===== src/rtl/cur_mix_pkg.sv =====
package cur_mix_pkg;
  localparam int RGB_W = 24;
  typedef logic [RGB_W-1:0] rgb_t;
endpackage


===== src/rtl/cur_win_calc.sv =====
module cur_win_calc #(
  parameter int COORD_W      = 12,
  parameter int CUR_DIM      = 64,
  parameter int PIX_PER_WORD = 8,
  localparam int OFF_W       = $clog2(CUR_DIM),
  localparam int SUB_W       = $clog2(PIX_PER_WORD),
  localparam int ADDR_W      = 2*OFF_W - SUB_W
) (
  input  logic [COORD_W-1:0] x_i,
  input  logic [COORD_W-1:0] y_i,
  input  logic [COORD_W-1:0] org_x_i,
  input  logic [COORD_W-1:0] org_y_i,
  input  logic               off_i,
  output logic               hit_o,
  output logic [ADDR_W-1:0]  addr_o,
  output logic [SUB_W-1:0]   sub_o
);
  // one extra bit keeps the borrow, so a negative offset never looks small
  logic [COORD_W:0] dx, dy;
  logic hit_x, hit_y;

  always_comb begin
    dx    = {1'b0, x_i} - {1'b0, org_x_i};
    dy    = {1'b0, y_i} - {1'b0, org_y_i};
    hit_x = dx < (COORD_W+1)'(CUR_DIM);
    hit_y = dy < (COORD_W+1)'(CUR_DIM);
    hit_o = hit_x && hit_y && !off_i;
    addr_o = {dy[OFF_W-1:0], dx[OFF_W-1:SUB_W]};
    sub_o  = dx[SUB_W-1:0];
  end
endmodule


===== src/rtl/cur_code_sel.sv =====
module cur_code_sel #(
  parameter int PIX_PER_WORD = 8,
  parameter int CODE_W       = 2,
  localparam int WORD_W      = PIX_PER_WORD*CODE_W,
  localparam int SUB_W       = $clog2(PIX_PER_WORD)
) (
  input  logic [WORD_W-1:0] word_i,
  input  logic [SUB_W-1:0]  sub_i,
  output logic [CODE_W-1:0] code_o
);
  logic [CODE_W-1:0] slot [PIX_PER_WORD];

  for (genvar g = 0; g < PIX_PER_WORD; g++) begin : g_slot
    assign slot[g] = word_i[g*CODE_W +: CODE_W];
  end

  assign code_o = slot[sub_i];
endmodule


===== src/rtl/cur_color_mux.sv =====
module cur_color_mux
  import cur_mix_pkg::*;
#(
  parameter int CODE_W   = 2,
  localparam int N_COL   = (1 << CODE_W) - 1
) (
  input  rgb_t              bg_i,
  input  rgb_t              pal_i [N_COL],
  input  logic              hit_i,
  input  logic [CODE_W-1:0] code_i,
  output rgb_t              rgb_o
);
  always_comb begin
    rgb_o = bg_i;
    if (hit_i && code_i != '0) rgb_o = pal_i[code_i - CODE_W'(1)];
  end
endmodule


===== src/rtl/cursor_overlay_mixer.sv =====
module cursor_overlay_mixer
  import cur_mix_pkg::*;
#(
  parameter int COORD_W      = 12,
  parameter int CUR_DIM      = 64,
  parameter int PIX_PER_WORD = 8,
  parameter int CODE_W       = 2,
  localparam int OFF_W       = $clog2(CUR_DIM),
  localparam int SUB_W       = $clog2(PIX_PER_WORD),
  localparam int ADDR_W      = 2*OFF_W - SUB_W,
  localparam int WORD_W      = PIX_PER_WORD*CODE_W,
  localparam int N_COL       = (1 << CODE_W) - 1
) (
  input  logic                   clk_i,
  input  logic                   rst_ni,
  input  logic                   pix_valid_i,
  input  logic [COORD_W-1:0]     raster_x_i,
  input  logic [COORD_W-1:0]     raster_y_i,
  input  logic [2*COORD_W-1:0]   cur_pos_i,
  input  logic                   cur_off_i,
  input  logic [RGB_W-1:0]       bg_rgb_i,
  input  logic [N_COL*RGB_W-1:0] cur_pal_i,
  output logic [ADDR_W-1:0]      pat_addr_o,
  input  logic [WORD_W-1:0]      pat_data_i,
  output logic [RGB_W-1:0]       rgb_o,
  output logic                   rgb_valid_o
);
  logic [COORD_W-1:0] org_x, org_y;
  logic               hit;
  logic [SUB_W-1:0]   sub;
  logic               valid_q, hit_q, past_ok_q;
  logic [SUB_W-1:0]   sub_q;
  rgb_t               bg_q, mix_rgb;
  logic [CODE_W-1:0]  code;
  rgb_t               pal [N_COL];

  assign org_x = cur_pos_i[2*COORD_W-1:COORD_W];
  assign org_y = cur_pos_i[COORD_W-1:0];

  for (genvar k = 0; k < N_COL; k++) begin : g_pal
    assign pal[k] = cur_pal_i[k*RGB_W +: RGB_W];
  end

  cur_win_calc #(
    .COORD_W(COORD_W), .CUR_DIM(CUR_DIM), .PIX_PER_WORD(PIX_PER_WORD)
  ) u_win (
    .x_i(raster_x_i), .y_i(raster_y_i), .org_x_i(org_x), .org_y_i(org_y),
    .off_i(cur_off_i), .hit_o(hit), .addr_o(pat_addr_o), .sub_o(sub)
  );

  // stage 1 aligns with the registered pattern RAM read
  always_ff @(posedge clk_i or negedge rst_ni) begin
    if (!rst_ni) begin
      valid_q   <= 1'b0;
      hit_q     <= 1'b0;
      sub_q     <= '0;
      bg_q      <= '0;
      past_ok_q <= 1'b0;
    end else begin
      valid_q   <= pix_valid_i;
      hit_q     <= pix_valid_i && hit;
      sub_q     <= sub;
      bg_q      <= bg_rgb_i;
      past_ok_q <= 1'b1;
    end
  end

  cur_code_sel #(
    .PIX_PER_WORD(PIX_PER_WORD), .CODE_W(CODE_W)
  ) u_code (
    .word_i(pat_data_i), .sub_i(sub_q), .code_o(code)
  );

  cur_color_mux #(
    .CODE_W(CODE_W)
  ) u_mux (
    .bg_i(bg_q), .pal_i(pal), .hit_i(hit_q), .code_i(code), .rgb_o(mix_rgb)
  );

  assign rgb_valid_o = valid_q;
  assign rgb_o       = valid_q ? mix_rgb : '0;


  valid_delay_chk: assert property (@(posedge clk_i) disable iff (!rst_ni)
    past_ok_q |-> rgb_valid_o == $past(pix_valid_i));


  idle_zero_chk: assert property (@(posedge clk_i) disable iff (!rst_ni)
    (past_ok_q && !$past(pix_valid_i)) |-> rgb_o == '0);


  off_passes_bg_chk: assert property (@(posedge clk_i) disable iff (!rst_ni)
    (pix_valid_i && cur_off_i) |=> (rgb_valid_o && rgb_o == $past(bg_rgb_i)));


  hit_not_before_origin_chk: assert property (@(posedge clk_i) disable iff (!rst_ni)
    (pix_valid_i && hit) |-> (raster_x_i >= org_x && raster_y_i >= org_y));


  transparent_code_chk: assert property (@(posedge clk_i) disable iff (!rst_ni)
    (past_ok_q && rgb_valid_o && code == '0) |-> rgb_o == $past(bg_rgb_i));
endmodule


===== config.mk =====
export PLATFORM = sky130hd
export DESIGN_NAME = cursor_overlay_mixer
export DESIGN_NICKNAME = d
export VERILOG_FILES = /design/src/rtl/cur_mix_pkg.sv /design/src/rtl/cur_win_calc.sv /design/src/rtl/cur_code_sel.sv /design/src/rtl/cur_color_mux.sv /design/src/rtl/cursor_overlay_mixer.sv
export SDC_FILE = /design/constraint.sdc
export NUM_CORES = 1
export LEC_CHECK = 0
export BUFFER_PORTS_ARGS = -buffer_cell sky130_fd_sc_hd__buf_2
export CAP_MARGIN = 5
export CORE_MARGIN = 1.5
export CORE_UTILIZATION = 35
export CTS_CLUSTER_SIZE = 24
export DETAILED_ROUTE_END_ITERATION = 6
export GPL_ROUTABILITY_DRIVEN = 0
export PLACE_DENSITY = 0.8
export SLEW_MARGIN = 30
export SYNTH_ARGS = -nofsm -noshare
export SYNTH_HDL_FRONTEND = slang
export SYNTH_SLANG_ARGS = --single-unit

===== constraint.sdc =====
create_clock -name clk_i -period 3.7 [get_ports clk_i]
set_input_delay 0.74 -clock clk_i [delete_from_list [all_inputs] [get_ports clk_i]]
set_output_delay 0.74 -clock clk_i [all_outputs]
set_load 0.03 [all_outputs]

After elaboration in Yosys (flattened, before gate mapping):

Index checks and enable logic that the tools add are counted.

* register bits: 29
* bits of input ports: 164
* output and inout bits: 34
* word-level logic and storage cells: 27

* $add $sub $neg: 3
* $lt $le $gt $ge: 4
* muxes and demuxes: 8
* bitwise gates (word level): 2
* reductions and logical operators: 6

Operators with widths (number)
* 2-to-1 mux 24 bit: 4
* binary-select mux 24 bit (select 2 bit): 1
* < comparator 13 x 7 -> 1 bit, second input constant: 2
* subtractor 12 x 12 -> 13 bit: 2
* binary-select mux 2 bit (select 3 bit): 1
* greater-or-equal comparator 4 bit, second input constant: 1
* logical AND 1 bit: 4
* 2-to-1 mux 2 bit: 2
* inverter 3 -> 4 bit: 1
* greater-or-equal comparator 3 bit, second input constant: 1
* inverter 2 -> 3 bit: 1
* nonzero test 2 bit: 1
* subtractor 2 x 1 -> 2 bit, second input constant: 1
* logical NOT 1 bit: 1

Logic depth before layout (Yosys ltp):

Gate-level depths: netlist of run 1.

* depth in word-level cells: 11
* gate-level depth with buffers: 10
* gate-level depth less buffers: 10

Modules after synthesis:

From an unflattened synthesis of run 1, not the netlist that was laid out.

* cell total of the unflattened synthesis: 347
* area, all modules: 3274.4 um^2

By module, submodules not included
* cur_win_calc: instances 1, cells each 170, area each 1189.9 um^2, seq. area each 0.0 um^2
* cur_color_mux: instances 1, cells each 115, area each 1029.7 um^2, seq. area each 0.0 um^2
* cursor_overlay_mixer: instances 1, cells each 56, area each 927.1 um^2, seq. area each 725.7 um^2
* cur_code_sel: instances 1, cells each 6, area each 127.6 um^2, seq. area each 0.0 um^2

Worst setup path before layout of run 1:

No wires, ideal clock.

* path kind: input port to output port
* from: in pat_data_i[2]
* to: out rgb_o[22]
* data arrival time: 3.256 ns
* data required time: 2.960 ns
* path slack: -0.296 ns
* stages on the path: 8
* buffers on the path: 3
* cells stage by stage: mux4_1 -> mux2i_4 -> buf_6 -> buf_4 -> ha_1 -> clkbuf_1 -> or3b_2 -> a31oi_1

* longest elaborated chain between the ends: 10
* elaborated cells between the ends (all ways): 12
* classes of those cells: add/sub (1); mux (8); bitwise (1); reduce/logical (2)

RTL lines
* start, declared: RTL line cursor_overlay_mixer.sv:24 `input logic [WORD_W-1:0] pat_data_i,`
* binary-select mux 2 bit (select 3 bit) (*): RTL line cur_code_sel.sv:17 `assign code_o = slot[sub_i];`
* 2-to-1 mux 2 bit (not written as such) (*) (2 in a row): RTL line cur_code_sel.sv:17
* subtractor 2 x 1 -> 2 bit: RTL line cur_color_mux.sv:15 `if (hit_i && code_i != '0) rgb_o = pal_i[code_i - CODE_W'(1)];`
* inverter 2 -> 3 bit (not written as such): RTL line cur_color_mux.sv:15
* binary-select mux 24 bit (select 2 bit): RTL line cur_color_mux.sv:15
* 2-to-1 mux 24 bit (not written as such) (2 in a row): RTL line cur_color_mux.sv:15
* 2-to-1 mux 24 bit (*): RTL line cur_color_mux.sv:15
* 2-to-1 mux 24 bit (*): RTL line cursor_overlay_mixer.sv:81 `assign rgb_o = valid_q ? mix_rgb : '0;`
* end, declared: RTL line cursor_overlay_mixer.sv:25 `output logic [RGB_W-1:0] rgb_o,`

Mark *: on every way between the ends. The rest lies on a longest branch, timed or not. The select of a mux whose other input is x is not followed.

Final worst setup path of run 1:

* from: in pat_data_i[2]
* to: out rgb_o[20]

The elaborated chain is that of the path after synthesis.

==> impl.org, run 1 <==
** Detailed routing
- DR vias :: approximately 3500
- Via density per instance :: ~5.2
- After the first detailed-routing iteration, the DRC count stood at 70.
- Routed WL per cell :: 14.7 µm
- The first TritonRoute pass finished after 6 iterations.
- Remaining design rule violation count :: 0
- ANT nets after route :: 0
- Drt total wl :: between 9 and 10 mm

** Floorplanning
- Die Footprint :: 9650 µm²
- Die height :: 98.3 µm
- Die outline width :: 98.3 µm
- The initial utilization of the core area, before any placement, comes to 36.2%.
- Standard-cell row count :: 34
- Core region area :: 8760 µm²
- 198 I/O pins were placed.

** Global route
- Entering global routing, the biggest net connects 49 pins.
- The first global-routing pass estimated roughly 16 mm of wire.
- The number of global-route vias before repair was 3352.
- The number of antenna violations at the first check in global routing was 0.
- Summed over all layers, the global routing overflow is 0.
- GRT Util Overall :: slightly below 20%

** Clock network
- Clock buffers created by TritonCTS :: 5
- The cell sitting at the root of the clock tree is a sky130_fd_sc_hd__clkbuf_8.
- Clock Path Buffers :: 2
- After clock tree synthesis, the clock-pin slew on the worst setup and hold paths is 0.06 ns.
- TritonCTS built the clock tree.
- Hold-fix buffers at CTS :: 0
- Total of cells resized after clock tree synthesis :: 0
- Number of H-tree levels :: 2
- Clock sink count :: 29
- Buffers added to address setup during post-CTS repair amount to 0.

** Place
- Post-DP Area :: 4350 µm²
- Input and output buffers added on the ports amount to a little under 200.
- Before CTS, the worst setup slack after placement is 0.0593 ns.
- Once detailed placement completed, the half-perimeter wirelength came to 8.36 mm.

** Timing
- Hold timing on the final database bottoms out at a slack of approximately 0.47 ns.
- Fin. max-slew vios :: 0
- Final setup margin :: 0.129 ns
- In this run the tightest slew margin relative to its limit is 60.7%.
- Summed over all failing endpoints, the final setup total negative slack is 0 ns.
- Final clock period utilization by the worst path :: a little under 100%
- Setup violations remaining at the end of the flow were counted as 0.
- The clock period could shrink to 3.57 ns.
- At the pin with the least slew margin, the transition time is 0.589 ns.
- Hold violation total from the final report :: 0
- Setup repair after global routing left no endpoint under its margin.
- Timing would allow up to ~280 MHz.

** Synth
- The cell area that synthesis handed to floorplanning was about 3200 µm².
- The share of the Yosys chip area taken by registers is 22.9%.
- Ys flop type :: sky130_fd_sc_hd__dfrtp_1
- In this run, synthesis produced a sequential element count of 29.
- Mean instance size in the synthesized netlist :: 8.40 µm²
- Synth top area cells :: sky130_fd_sc_hd__dfrtp_1 (23%), sky130_fd_sc_hd__ha_1 (9.9%), sky130_fd_sc_hd__a21oi_1 (9.8%)
- Post-Synthesis Cells :: 378
- The synthesized design spends more area on one cell type than any other, namely sky130_fd_sc_hd__dfrtp_1.
- Yosys printed 0 warnings.
- Synthesis instantiated 53 different standard cells from the library.
- Count of flip-flops with a built-in enable after synthesis :: 0
- Net count after synthesis :: 569
- The top cell type by area accounts for 22.9% of the synthesized area.
- Async SR Flop Fraction :: 100%

** Setup path
- In this run the worst path has a maximum fanout of 33.
- Slowest stage cell on the critical path :: sky130_fd_sc_hd__mux4_1
- Gate family responsible for the most delay along the worst path :: multiplexers
- Arrival @ worst endpoint :: 2.83 ns
- STA classifies the critical path endpoint as a primary output.
- Largest stage delay on the critical path :: 0.54 ns
- Most numerous cell on the critical path :: sky130_fd_sc_hd__buf_2
- The critical path is of the in2out type.
- Critical-path cell list :: buf_2 -> mux4_1 -> mux2i_4 -> ha_1 -> buf_6 -> nor3b_1 -> a21oi_1 -> a21oi_2 -> buf_2
- The worst setup path is launched from a primary input.
- Worst path required time :: ~3.0 ns
- The critical path contains buffers and inverters numbering 3 combined.

** Final layout
- The repair_antennas step left the layout with diodes totalling 0.
- Relative area change from synthesis to final layout :: 40.9%
- In the layout the commonest cells are sky130_fd_sc_hd__buf_2 (197), sky130_fd_sc_hd__a21oi_1 (39), sky130_fd_sc_hd__o21ai_0 (39).
- The filler cells instantiated in the layout total 838.
- The library cell used most frequently in the layout, excluding fill and tap cells, is sky130_fd_sc_hd__buf_2.
- Share of final-layout standard cells stronger than drive strength 1 :: 45.0%
- Summing all non-filler instances in the final layout gives an area of 4470 µm².
- The final layout contains about 750 nets.

** Job
- Number of max-capacitance violations reported :: 0

** Power
- Cell Pwr Density :: roughly 340 nW/µm²
- For this design the static power due to leakage is around 2.2 nW.
- Peak supply drop :: 0.000198 V

** Hold path
- The min-delay analysis places its worst path in the category in2async.

** Status
- The flow ran to the end, and the final reports show no timing, DRC or antenna violations.
-- cell type report --
class                           instances  area (µm²)  share of cell area (%)
Multi-Input combinational cell        291        2310                    51.7
Timing Repair Buffer                  201        1050                    23.5
Sequential cell                        29         726                    16.2
Tap cell                              108         135                    3.02
Inverter                               35         131                    2.94
Clock buffer                            7        86.3                    1.93
Clock inverter                          1        30.0                   0.671
-- registers in the layout (all words and copies together), names as in the netlist --
name,cells
bg_q,24
hit_q,1
rgb_valid_o,1
sub_q,3
-- synth_stat cells (7+ instances only) --
cell type	instances
sky130_fd_sc_hd__mux2_1	15
sky130_fd_sc_hd__o21ai_0	39
sky130_fd_sc_hd__dfrtp_1	29
sky130_fd_sc_hd__nor3b_1	24
sky130_fd_sc_hd__ha_1	25
sky130_fd_sc_hd__inv_1	35
sky130_fd_sc_hd__a21o_1	7
sky130_fd_sc_hd__clkbuf_1	15
sky130_fd_sc_hd__nor2_1	14
sky130_fd_sc_hd__mux2_2	10
sky130_fd_sc_hd__a21oi_1	62
sky130_fd_sc_hd__nand2_1	11
-- logic make-up (layout without fill, tap and decap cells) --
| logic type | Yosys count | count (layout) | share of synthesized area (%) |
|---|---|---|---|
| AO/OA/AOI/OAI | 145 | 145 | 27.5 |
| adder cells (fa/ha/maj) | 27 | 27 | 11.1 |
| AND/OR/NAND/NOR | 80 | 80 | 15.1 |
| XOR/XNOR | 6 | 6 | 1.65 |
| multiplexers | 33 | 33 | 13.8 |
| buffers and inverters | 58 | 244 | 7.92 |
| flip-flops | 29 | 29 | 22.9 |
-- through the flow --
step | total power [W] | util, % | instances
6_report | 0.00151 | 51.0 | 672
5_1_grt | 0.00161 | 51.0 | 672
4_1_cts | 0.00150 | 50.9 | 672
3_5_place_dp | 0.00117 | 49.6 | 664
3_3_place_gp | 0.00115 | 49.3 | 663
2_1_floorplan | 0.000963 | - | 378
-- routing by layer --
metal | part of all wire [%] | wire (µm) | global-route usage (%)
met2 | 52 | 5160 | 37.9
met1 | 39 | 3860 | 22.4
met4 | 2.3 | 231 | 7.15
met5 | 0 | 0 | 0
met3 | 6.4 | 628 | 2.43
-- where the power goes --
group	internal, W	switching, W
registers	0.000336	0.0000130
clock network	0.000219	0.000106
logic	0.000348	0.000484
total	0.000902	0.000603
-- worst max path at each step --
stage	start	endpoint	slack, ns	cells after the start
floorplan	pat_data_i[2]	rgb_o[22]	-0.07	8
CTS	pat_data_i[2]	rgb_o[20]	0.05	9
detailed placement	pat_data_i[2]	rgb_o[20]	0.06	9
global placement	pat_data_i[12]	rgb_o[22]	0.002	8
global route	pat_data_i[10]	rgb_o[2]	0.03	9
finish	pat_data_i[2]	rgb_o[20]	0.13	9
Power figures use the tool's default switching activity.
==> inputs of run 2 (changes only) <==
- BUFFER_PORTS_ARGS: -buffer_cell sky130_fd_sc_hd__buf_2 -> default
- DONT_BUFFER_PORTS: default -> 1
- PLACE_DENSITY: 0.8 -> 0.61
==> run 2 against run 1 <==
Sequential share of layout area is 3.7 points higher. Largest cell class unchanged. First-iteration DRC count rose by 14%. Core utilization shrank 9.4 points. Combinational power decreased by 12%. Critical endpoint is now rgb_o[5]. Critical path depth decreased by 1. Sequential cell count did not move. Global-route usage decreased by 2.9 points. Via count fell by 19%. Highest routed layer unchanged. Non-clock buffer count decreased by 171.
==> impl.org, run 2 (same netlist as run 1, synthesis figures left out) <==
** Status
- Outcome :: finished clean

** Final layout
- Relative area change from synthesis to final layout :: 14.9%
- Final net count :: 583 (-23%)
- The number of flip-flops under the largest register name came to 24 (unchanged).
- The share of layout cells above drive strength 1 was 21.1% (-24 points).
- The final standard cell count with taps included and fillers excluded was 502 (-25%).
- Filler instances :: 859 (+2.5%)
- Top reg by flops :: bg_q
- The largest registers in the layout are bg_q x24, sub_q x3.
- Commonest cells after routing, fill and taps aside :: sky130_fd_sc_hd__a21oi_1 (39), sky130_fd_sc_hd__o21ai_0 (39), sky130_fd_sc_hd__inv_1 (35)
- The final standard cell utilization of the core was 41.6% (-9.4 points).

** Timing
- The total negative slack for setup checks was 0 ns (unchanged).
- Measured slew at the worst slew-check pin :: 0.885 ns (+0.296 ns)
- Worst rel slew slack :: 41.0% (-20 points)
- The share of the cycle needed by the critical path after routing was 95.1% (-1.4 points).
- Hold violation total from the final report :: 0 (unchanged)
- Setup repair after global routing missed its margin :: false
- The shortest period the worst path allows was 3.52 ns (-0.0528 ns).
- Fin. max-slew vios :: 0 (unchanged)
- The maximum clock frequency came to 284 MHz (+1.5%).
- The number of failing setup endpoints in the final timing report was 0 (unchanged).
- Final setup margin :: 0.182 ns (+0.0528 ns)

** Global route
- Wire length of the first global-routing pass :: 13.3 mm (-15%)
- Maximum number of pins on one net before global-route repair :: 49 (unchanged)
- The remaining global-route overflow was 0 (unchanged).
- Initial antenna violation count :: 1 (+1)
- GRT Util Overall :: 16.9% (-2.9 points)
- The number of global-route vias before repair came to 2741 (-18%).

** Detailed routing
- Via density per instance :: 5.71 (+8.9%)
- DR pass1 iterations :: 4 (-2)
- The number of antenna-violating nets in the routed design was 0 (unchanged).
- The via count came to 2866 (-19%).
- Routed WL per cell :: 17.0 µm (+16%)
- The violation count after the first detailed-route iteration was 80 (+14%).
- Drt total wl :: 8.55 mm (-13%)
- Remaining design rule violation count :: 0 (unchanged)

** Floorplanning
- Die height :: 98.3 µm (unchanged)
- Die outline width :: 98.3 µm (unchanged)
- The number of top-level pins was 198 (unchanged).
- The number of rows in the core area was 34 (unchanged).
- Starting density of the core :: 36.2% (unchanged)
- Die Footprint :: 9650 µm² (unchanged)
- The core area is 8760 µm² (unchanged).

** Setup path
- Crit path kind :: reg2out
- The arrival time at the worst endpoint came to 2.78 ns (-0.05 ns).
- Setup crit start kind :: flop
- The highest net fanout along the worst path came to 26 (-21%).
- Nature of the critical path endpoint :: primary output
- The data required time of the worst path was 2.96 ns (about the same).

** Clock network
- Number of H-tree levels :: 2 (unchanged)
- CTS placed an instance of sky130_fd_sc_hd__clkbuf_8 at the clock tree root.
- Clock-pin slew reported for the worst setup and hold paths after clock tree synthesis :: 0.07 ns (about the same)
- TritonCTS built the clock tree.
- The number of buffers created by CTS is 5 (unchanged).
- Clock Path Buffers :: 2 (unchanged)
- Post-CTS setup buffer count :: 0 (unchanged)
- The number of clock sinks seen by CTS came to 29 (unchanged).

** Power
- Clock network fraction of total power :: 18.4% (-3.2 points)
- The switching portion of total power was 43.3% (+3.3 points).
- The net switching power of the design is 0.000574 W (-4.7%).
- Peak supply drop :: 0.000173 V (-13%)
- The power per cell area is 364 nW/µm² (+8.0%).
- Gate power share :: 55.1% (about the same)
- Pint :: 0.000752 W (-17%)
- Sequential fraction of design power :: 26.5% (+3.3 points)
- The leakage power total was 1.53 nW (-31%).

** Place
- The setup slack after placement is 0.210 ns (+0.151 ns).
- DP HPWL :: 7.14 mm (-15%)
- Placed cells :: 493 (-26%)
- Count of input and output buffers :: 0 (-100%)

** Hold path
- Worst hold path class :: in2async

** Job
- The number of max-capacitance violations reported came to 0 (unchanged).
-- run 2: changes by cell type in the layout (fill, tap and decap cells not counted), moves of 2 or more --
cell and delta:
sky130_fd_sc_hd__buf_12 +2, sky130_fd_sc_hd__clkinv_2 +2, sky130_fd_sc_hd__buf_2 -197, sky130_fd_sc_hd__buf_4 +26
-- run 2: final cells by class --
class,instances,area (µm²),area share (%)
Tap cell,108,135,3.70
Antenna cell,1,2.50,0.0686
Multi-Input combinational cell,291,2310,63.2
Clock buffer,6,72.6,1.99
Timing Repair Buffer,30,263,7.20
Inverter,35,131,3.60
Clock inverter,2,10.0,0.274
Sequential cell,29,727,19.9
-- run 2: power by group through the flow --
stage,Sequential [W],Clock [W],Combinational (W)
floorplan,0.000351,0,0.000612
CTS,0.000351,0.000249,0.000732
finish,0.000351,0.000244,0.000731
global placement,0.000355,0,0.000715
global route,0.000353,0.000266,0.000802
detailed placement,0.000357,0,0.000729
-- run 2: routing by layer --
metal,wire length (µm),global-route usage (%),up-vias
met3,517,2.36,5
met5,0,0,-
met1,3290,19.3,1317
met4,75,4.44,0
met2,4670,32.8,125
li1,-,-,1419
-- run 2: repair_timing --
action | 4_1_cts | 5_1_grt
resized for setup | 0 | 1
endpoints found under the setup margin | 0 | 4
endpoints found under the hold margin | 0 | 0
hold buffers | 0 | 0
-- run 2: through the flow --
step           area [µm²]  hold slack [ns]  power, W
2_1_floorplan        3280            0.444  0.000963
3_3_place_gp         3560            0.445   0.00107
3_5_place_dp         3560            0.445   0.00109
4_1_cts              3640            0.148   0.00133
5_1_grt              3650            0.137   0.00142
6_report             3650            0.156   0.00133
-- run 2: path summary, 6_finish.rpt --
kind                         startpoint           to  slack (ns)
worst min-delay path             rst_ni  rgb_valid_o        0.16
worst max-delay path           sub_q[0]     rgb_o[5]        0.18
max in group asynchronous        rst_ni     sub_q[0]        3.46
min in group clk_i         bg_rgb_i[18]     bg_q[18]        0.49
-- run 2: critical path, cell delays in order (launching register included) --
cell,delay (ns)
sky130_fd_sc_hd__dfrtp_2,0.41
sky130_fd_sc_hd__mux4_1,0.60
sky130_fd_sc_hd__mux2i_4,0.23
sky130_fd_sc_hd__ha_1,0.35
sky130_fd_sc_hd__buf_4,0.25
sky130_fd_sc_hd__nor3b_1,0.23
sky130_fd_sc_hd__a21oi_1,0.10
sky130_fd_sc_hd__a21oi_2,0.15
sky130_fd_sc_hd__buf_4,0.17
==> inputs of run 3 (changes only) <==
- ABC_AREA: default -> 1
- CORE_UTILIZATION: 35 -> 50
- PLACE_DENSITY: 0.61 -> 0.78
- SKIP_CTS_REPAIR_TIMING: default -> 1
==> run 3 against run 2 <==
First-iteration DRC count up 65%. Clock power down 4%. Non-clock buffer count unchanged. Worst setup slack better by 0.18 ns. Sequential cell count unchanged. Synthesized area up 8.4%. Routed wire length up 4.9%. Die area down 23%. Cell area up 2.4%. Largest cell class unchanged. Sequential share of layout area down 0.49 points.
==> impl.org, run 3 <==
** Status
- Outcome :: finished clean

** Global route
- GRT Util Overall :: 22.3% (+5.4 points)
- The met3 demand-to-capacity share in global routing came to 5.00% (+2.6 points).
- The number of antenna violations at the first check in global routing came to 5 (+4).
- The global routing stage identified its most utilized layer as met2.
- Met1 track utilization from global routing :: 25.5% (+6.1 points)
- The met2 global-route usage was 42.2% (+9.4 points).
- The global-route wire length before repair is 13.4 mm (+0.26%).
- Maximum number of pins on one net before global-route repair :: 49 (unchanged)
- The number of global-route vias before repair is 3103 (+13%).
- The remaining global-route overflow was 0 (unchanged).

** Floorplanning
- Core region area :: 6720 µm² (-23%)
- Ports :: 198 (unchanged)
- The number of rows in the core area came to 30 (-12%).
- Die outline width :: 86.0 µm (-12%)
- Die height :: 86.0 µm (-12%)
- Die Footprint :: 7390 µm² (-23%)
- Starting density of the core :: 51.2% (+15 points)

** Final layout
- Commonest non-fill, non-tap cell in the layout :: sky130_fd_sc_hd__nand2_1
- Top reg by flops :: bg_q
- Non-filler cells, final :: 687 (+37%)
- The largest registers in the layout are bg_q x24, sub_q x3.
- The number of flip-flops under the largest register name was 24 (unchanged).
- The number of filler instances in the final layout is 668 (-22%).
- The area growth from synthesis to layout is 8.47%.
- The library cells used most frequently in the layout, excluding fill and tap cells, are sky130_fd_sc_hd__nand2_1 (174), sky130_fd_sc_hd__inv_1 (95), sky130_fd_sc_hd__nand3_1 (75).
- Share of final-layout standard cells stronger than drive strength 1 :: 6.63% (-14 points)
- Final net count :: 793 (+36%)

** Synth
- Sequential cell area fraction in the yosys report :: 21.1% (-1.8 points)
- Among all flip-flop cells after synthesis, the most frequent one is sky130_fd_sc_hd__dfrtp_1.
- Post-Synthesis Cells :: 589 (+56%)
- The number of warnings printed during yosys synthesis came to 0 (unchanged).
- In the synthesized netlist, the cells that appear most often are sky130_fd_sc_hd__nand2_1 (174), sky130_fd_sc_hd__inv_1 (95), sky130_fd_sc_hd__nand3_1 (75), sky130_fd_sc_hd__nor2_1 (65), sky130_fd_sc_hd__a21oi_1 (36).
- Count of flip-flops with a built-in enable after synthesis :: 0 (unchanged)
- The unique cell type count in the Yosys netlist is 27 (-49%).
- The post-synthesis cell area was 3440 µm² (+8.4%).
- The most common cell in the synthesized netlist is sky130_fd_sc_hd__nand2_1.
- By area the synthesized netlist is led by sky130_fd_sc_hd__dfrtp_1 (21%), sky130_fd_sc_hd__nand2_1 (19%), sky130_fd_sc_hd__nand3_1 (11%).
- Mean instance size in the synthesized netlist :: 5.85 µm² (-30%)
- Number of flip-flops and latches in the synthesized netlist :: 29 (unchanged)
- The top cell type's share of synthesized area is 21.1% (-1.8 points).
- The net count after synthesis came to 780 (+37%).
- Async SR Flop Fraction :: 100% (unchanged)
- Synth area leader :: sky130_fd_sc_hd__dfrtp_1

** Setup path
- Origin of the worst setup path :: sub_q[0]
- Nature of the critical path endpoint :: primary output
- The data required time of the worst path was 2.96 ns (about the same).
- Most numerous cell on the critical path :: sky130_fd_sc_hd__o21ai_0
- STA classifies the critical path startpoint as a flop.
- Critical-path cell list :: inv_4 -> o21ai_0 -> o221ai_1 -> o21ai_0 -> ha_1 -> nor2_1 -> inv_1 -> nand2_1 -> a21oi_1 -> buf_4
- On the critical path, the stage with the largest delay is an instance of sky130_fd_sc_hd__dfrtp_1.
- The arrival time at the worst endpoint was 2.60 ns (-0.18 ns).
- The setup path with the least slack is of type reg2out.
- Maximum net fanout on the critical path :: 24 (-7.7%)
- The maximum single-stage delay on the critical path is 0.49 ns (-0.11 ns).

** Clock network
- Root Buffer Master :: sky130_fd_sc_hd__clkbuf_8
- Number of H-tree levels :: 2 (unchanged)
- The number of clock sinks seen by CTS came to 29 (unchanged).
- The number of buffers created by CTS is 5 (unchanged).
- The CTS clock-pin slew for the worst setup and hold paths was 0.06 ns (about the same).
- The maximum clock insertion buffer count was 2 (unchanged).
- Clock tree from TritonCTS :: built

** Timing
- Sum of negative setup slack :: 0 ns (unchanged)
- Setup repair after global routing left no endpoint under its margin.
- Fin. max-slew vios :: 0 (unchanged)
- The share of the cycle needed by the critical path after routing came to 90.2% (-4.9 points).
- The slew at the pin with the worst max-slew slack was 0.717 ns (-0.168 ns).
- The maximum clock frequency came to 300 MHz (+5.4%).
- The number of failing setup endpoints in the final timing report was 0 (unchanged).
- Worst rel slew slack :: 51.8% (+11 points)
- Hold violation total from the final report :: 0 (unchanged)
- The shortest period the worst path allows is 3.34 ns (-0.181 ns).

** Place
- DP HPWL :: 7.45 mm (+4.5%)
- The quantity of I/O buffers inserted on ports came to 0 (unchanged).
- Placed cells :: 675 (+37%)

** Detailed routing
- ANT nets after route :: 0 (unchanged)
- The number of remaining DRC errors came to 0 (unchanged).
- DRT iter0 DRCs :: 132 (+65%)
- The vias per cell is 5.44 (-4.8%).
- The post-detailed-routing wire length is 8.97 mm (+4.9%).
- DR pass1 iterations :: 5 (+1)
- Routed WL per cell :: 13.1 µm (-23%)
- DR vias :: 3735 (+30%)

** Hold path
- Worst hold path class :: in2async

** Power
- The power per cell area was 355 nW/µm² (-2.4%).
- The largest voltage drop on the vdd net was 0.000173 V (about the same).
- The leakage power total came to 2.10 nW (+38%).

** Job
- The number of max-capacitance violations reported came to 0 (unchanged).
## run 3: cell type report
cell class | count | area (µm²) | share of cell area, %
multi-input cells | 440 | 2220 | 59.3
repair buffers | 30 | 238 | 6.37
well taps | 80 | 100 | 2.68
clock buffers | 6 | 72.6 | 1.94
diodes | 4 | 10.0 | 0.268
clock inverters | 2 | 10.0 | 0.268
inverters | 96 | 363 | 9.72
flip-flops and latches | 29 | 726 | 19.4
## run 3: path summary, 6_finish.rpt
| path | end | slack (ns) | cells after the start |
|---|---|---|---|
| max | rgb_o[6] | 0.36 | 10 |
| min | bg_q[10] | 0.16 | 0 |
| max in group asynchronous | bg_q[17] | 3.46 | 0 |
| min in group clk_i | bg_q[10] | 0.49 | 0 |
## run 3: routing by layer
layer,vias up,routed length (µm)
met2,156,4580
met4,2,65
met1,1653,3580
met5,-,12
li1,1914,-
met3,10,733
## run 3: metrics by stage
stage	util, %	worst slack, ns	hold WS, ns	power [W]	area [µm²]
3_3_place_gp	54.2	0.563	0.445	0.00108	3640
4_1_cts	55.4	0.355	0.146	0.00134	3720
3_5_place_dp	54.2	0.518	0.445	0.00109	3640
2_1_floorplan	-	0.247	0.444	0.000976	3440
6_report	55.6	0.363	0.159	0.00133	3730
5_1_grt	55.5	0.0778	0.138	0.00144	3730
## run 3: where the power goes
part           internal (W)  switching (W)
Combinational      0.000248       0.000496
Sequential         0.000336      0.0000121
Clock              0.000130       0.000104
Total              0.000713       0.000613
## run 3: logic make-up after synthesis
logic type	count (synthesis)	synth area share [%]
simple gates	351	43.9
buf+inv	120	14.6
compound gates	54	8.21
fa+ha+maj	27	10.2
xor+xnor	8	2.03
flops	29	21.1
## run 3: worst max-delay path, delay by kind of cell (launching register included)
kind	cells	cell delay, ns
buf+inv	3	0.73
flops	1	0.49
simple gates	2	0.46
compound gates	4	0.45
fa+ha+maj	1	0.20
